==> src/rtl/ocp_blanker.sv <==
module ocp_blanker #(
  parameter int CW = 16
) (
  input  logic          clk,
  input  logic          rst,
  input  logic          cmp_i,
  input  logic          brake_i,
  input  logic [CW-1:0] off_cnt_i,
  output logic          gates_off_o,
  output logic          bot_on_o,
  output logic          fault_o
);
  typedef enum logic [1:0] {S_IDLE, S_TIME, S_HOLD} st_t;

  st_t           st;
  logic          cmp_q;
  logic [CW-1:0] cnt;
  logic          rise;
  logic          act;

  assign rise = cmp_i & ~cmp_q;
  assign act  = (st != S_IDLE);

  always_ff @(posedge clk) begin
    if (rst) begin
      st    <= S_IDLE;
      cnt   <= '0;
      cmp_q <= 1'b0;
    end else begin
      cmp_q <= cmp_i;
      case (st)
        S_IDLE: if (rise) begin
          st  <= S_TIME;
          cnt <= off_cnt_i;
        end
        S_TIME: begin
          if (cnt <= CW'(1)) st <= cmp_i ? S_HOLD : S_IDLE;
          else               cnt <= cnt - CW'(1);
        end
        S_HOLD: if (!cmp_i) st <= S_IDLE;
        default: st <= S_IDLE;
      endcase
    end
  end

  assign fault_o     = act;
  assign gates_off_o = act & ~brake_i;
  assign bot_on_o    = act & brake_i;
endmodule

==> config.mk <==
export PLATFORM = sky130hd
export DESIGN_NAME = ocp_blanker
export DESIGN_NICKNAME = d
export VERILOG_FILES = /design/src/rtl/ocp_blanker.sv
export SDC_FILE = /design/constraint.sdc
export NUM_CORES = 1
export LEC_CHECK = 0
export BUFFER_PORTS_ARGS = -buffer_cell sky130_fd_sc_hd__buf_2
export CAP_MARGIN = 20
export CORE_MARGIN = 2
export CORE_UTILIZATION = 37
export CTS_CLUSTER_SIZE = 14
export DETAILED_ROUTE_END_ITERATION = 10
export GPL_ROUTABILITY_DRIVEN = 0
export PLACE_DENSITY = 0.61
export SYNTH_ARGS = -nofsm -noshare
export SYNTH_HDL_FRONTEND = slang
export SYNTH_SLANG_ARGS = --single-unit
==> constraint.sdc <==
create_clock -name clk -period 2.45 [get_ports clk]
set_input_delay 0.49 -clock clk [delete_from_list [all_inputs] [get_ports clk]]
set_output_delay 0.49 -clock clk [all_outputs]
set_load 0.03 [all_outputs]
Word-level counts from Yosys, hierarchy flattened
Index checks and enable logic that the tools add are counted.
Widths: inputs -> output; s select.
- $add $sub $neg: 1
- magnitude comparators: 1
- equal/unequal tests: 6
- mux-type cells: 8
- bitwise logic cells: 5
- reduce and logical (&&, ||, !) cells: 5
- operators by type and width (kind ; number):
    $mux 16 ; 2
    $pmux 16 s2 ; 1
    $le 16x1->1 const B ; 1
    $sub 16x1->16 const B ; 1
    $mux 2 ; 4
    $ne 2x2->1 const B ; 4
    $pmux 2 s3 ; 1
    $reduce_and 3->1 ; 2
    $reduce_bool 2->1 ; 2
    $and 1x1->1 ; 3
    $eq 2x1->1 const B ; 1
    $eq 2x2->1 const B ; 1
    $logic_not 2->1 ; 1
    $not 1->1 ; 2
- bits in registers: 19
- logic and storage cells: 29

Logic depth before layout (Yosys ltp)
- depth after elaboration: 4
- gate-level depth with buffers: 8

Worst setup path before layout
OpenSTA, ideal clock, no wires.
- path type: reg-to-reg
- start: register cnt[0]
- end: register cnt[10]
- setup time: 0.134 ns
- data arrival time: 1.643 ns
- data required time: 2.316 ns
- slack: 0.673 ns
- stages on the path, launching flop included: 8
- path buffers: 0
- period minus slack after synthesis: 1.777 ns
- cell sequence: dfxtp_1 > inv_1 > ha_1 > nor3b_1 > and2_1 > a21oi_1 > o311ai_0 > o31ai_1
- longest elaborated chain between the ends: 3
- elaborated cells on any way between the ends: 6
- those cells by class: add/sub (1); order compare (1); eq/ne (1); mux (2); reduce/logical (1)
- RTL lines (what ; RTL line ; RTL):
    from (decl) ; 17 ; logic [CW-1:0] cnt;
    from (signal assigned) ; 34 ; cnt <= off_cnt_i;
    from (signal assigned) ; 38 ; else cnt <= cnt - CW'(1);
    $sub 16x1->16 / $le 16x1->1 (equally long branches) ; 38, 37 ;
    $mux 16 / $ne 2x2->1 (equally long branches) ; n/a ;
    $pmux 16 s2 / $reduce_and 3->1 (equally long branches) ; n/a ;
Several ways; a longest one is shown, not always the timed one. The select of a mux whose other input is x is not followed.
A chain may end at the register's enable or synchronous reset.

Final worst setup path
- start: register cnt[0]
- end: register cnt[6]
Same word-level chain as after synthesis.

==> impl_metrics.py <==
metrics = {
    "outcome": {
        "outcome": "completed",
    },
    "global_route": {
        "grt_overflow": 0,
        "grtUsageTotal_pct": 19.70,
        "grt_max_degree": 29,
        "grt_pass1_wl_mm": 5.464,
        "grt_pass1_vias": 1198,
        "antenna_found_initial": 0,
    },
    "timing": {
        "layout_setup_ws_ps": 205.0,
        "finalMaxSlewViolations": 0,
        "final.min_clock_period_ps": 2245,
        "fin_setup_tns_ps": 0,
        "holdWs_ps": 414.2,
        "max_slew.worst_pin.slew_ps": 816.5,
        "skew_ps": 2.255,
        "grt_setup_unrepaired": "no",
        "setup_violations": 0,
        "fin_crit_sh_pct": 91.63,
        "max_clock_freq_ghz": 0.4454,
        "hold_viol": 0,
        "relSlewSlack_pct": 45.57,
    },
    "detailed_routing": {
        "top_layer": "met4",
        "wl_per_cell_um": 14.49,
        "ant_nets": 0,
        "vias_per_cell": 5.682,
        "wl_met1_mm": 1.489,
        "route.met2.wl_mm": 1.504,
        "first_iter_violations": 46,
        "drt_wl_total_mm": 3.187,
        "drc_errors": 0,
        "first_pass_iters": 4,
        "vias": 1250,
        "wl_met3_um": 158,
    },
    "flow_run": {
        "maxCapViolations": 0,
    },
    "clock_tree": {
        "clk_pin_slew_ps": 120,
        "insertion_delay_ps": 300,
        "cts_tree": "built",
        "clockBufferDepth": 2,
        "hold_buffers": 0,
        "ctsResizeCount": 0,
        "cts_buffers": 3,
        "cts_setup_buffers": 0,
        "cts-htree-levels": 1,
        "cts-root-buf": "clkbuf_4",
        "clkSinkCount": 19,
    },
    "synth": {
        "synth-seq-cells": 19,
        "synth_ff_type": "dfxtp_1",
        "synth_fa_ha_area_share_pct": 2.116,
        "synth_edf_count": 0,
        "synth.area.mux_share_pct": 0,
        "ys_seq_area_share_pct": 32.17,
        "netlist_area_um2": 1182,
        "syn_nets": 174,
        "yosysWarnings": 0,
        "synth_top_family_by_area": "simple AND/OR/NAND/NOR gates",
        "syn_avg_cell_area_um2": 7.779,
        "synth_simple_gate_area_share_pct": 30.58,
        "synth_xor_area_share_pct": 1.481,
        "synth_cell_type_count": 43,
        "synth_compound_area_share_pct": 29.31,
        "synthArstFlopShare_pct": 0,
        "netlist_instances": 152,
    },
    "finish": {
        "drive_gt1_share_pct": 21.02,
        "stdcell_count": 220,
        "num_antenna_cells": 0,
        "layout_common_cells": "22 x buf_2, 19 x nand2_1, 19 x dfxtp_1",
        "final_util_pct": 45.41,
        "syn_to_final_growth_pct": 17.25,
        "layout_commonest_cell": "buf_2",
        "final_nets": 199,
    },
    "floorplan": {
        "start_util_pct": 38.73,
        "die_y_um": 60.53,
        "coreArea_um2": 3053,
        "die_w_um": 60.53,
        "rows": 20,
        "pin_count": 23,
        "dieArea_um2": 3664,
    },
    "place": {
        "hpwl_mm": 2.323,
        "dp_cells": 216,
        "dp_slack_ps": 201.1,
        "port_buffers": 22,
    },
    "power": {
        "leakage_uw": 0.0005538,
        "power_density_nw_per_um2": 701.1,
        "ir_drop_mv": 0.3332,
    },
    "setup_path": {
        "critPathLaunchType": "flip-flop",
        "critical_path_required_ps": 2670,
        "end_kind": "flip-flop",
        "path_class": "flip-flop to flip-flop",
        "critPathMaxFanout": 11,
        "arrival_ps": 2470,
    },
    "worst_hold_path": {
        "hold_path.class": "primary input to flip-flop",
    },
}
==> where the power goes <==
group	total (µW)	switching [µW]	internal [µW]
Sequential	397	48.9	349
Combinational	405	234	171
Clock	169	106	63.3
==> cells by family (layout without fill, tap and decap cells) <==
family | count (synthesis) | in the layout
xor+xnor | 2 | 2
buf+inv | 13 | 37
compound gates | 52 | 52
fa+ha+maj | 2 | 2
flops | 19 | 19
simple gates | 64 | 64
==> worst paths after layout <==
check / slack (ps) / cells past startpoint / endpoint / start
max: 210 / 7 / cnt[6] / cnt[0]
max reg2reg: 210 / 7 / cnt[6] / cnt[0]
min reg2reg: 500 / 2 / cnt[13] / cnt[13]
min: 410 / 3 / cnt[4] / off_cnt_i[4]
==> critical path, stage by stage (launching register included) <==
cell and delay (ps):
dfxtp_1 450, inv_1 70, ha_1 250, nor2_1 110
nor4_1 80, a21oi_1 670, nor2_1 250, o31ai_1 280
==> synthesized netlist by cell type (3+ instances only) <==
master,number,area share [%]
nand3_1,5,2.1
and2_1,4,2.1
o311ai_0,4,3.0
inv_1,5,1.6
o31ai_1,8,5.1
nand2_1,19,6.0
clkbuf_1,5,1.6
nor4_1,3,1.6
nor2_1,12,3.8
o21ai_0,6,2.5
a21oi_1,16,6.8
dfxtp_1,19,32
and3_1,3,1.6
==> registers in the layout (all words and copies together) (netlist names) <==
name and count:
st 2, cnt 16, cmp_q 1
==> per-stage QoR <==
step	area [µm²]	power, µW
final	1386	972.0
after CTS	1386	971.2
after global placement	1360	799.2
after detailed placement	1360	807.0
after global routing	1386	1050
after floorplan	1182	686.6
==> per-layer routing <==
layer | vias up | GRT usage (%)
met5 | - | 0
met3 | 4 | 3.625
met2 | 38 | 31.68
met1 | 590 | 26.66
li1 | 618 | -
met4 | 0 | 6.832
==> final cells by class <==
type | count | area, µm²
fillers | 348 | 1667
multi-input cells | 120 | 750.7
repair buffers | 28 | 155.1
inverters | 5 | 18.77
flip-flops and latches | 19 | 380.4
clock buffers | 4 | 26.28
well taps | 44 | 55.05
Note: power is estimated with default switching activity, not from simulation.
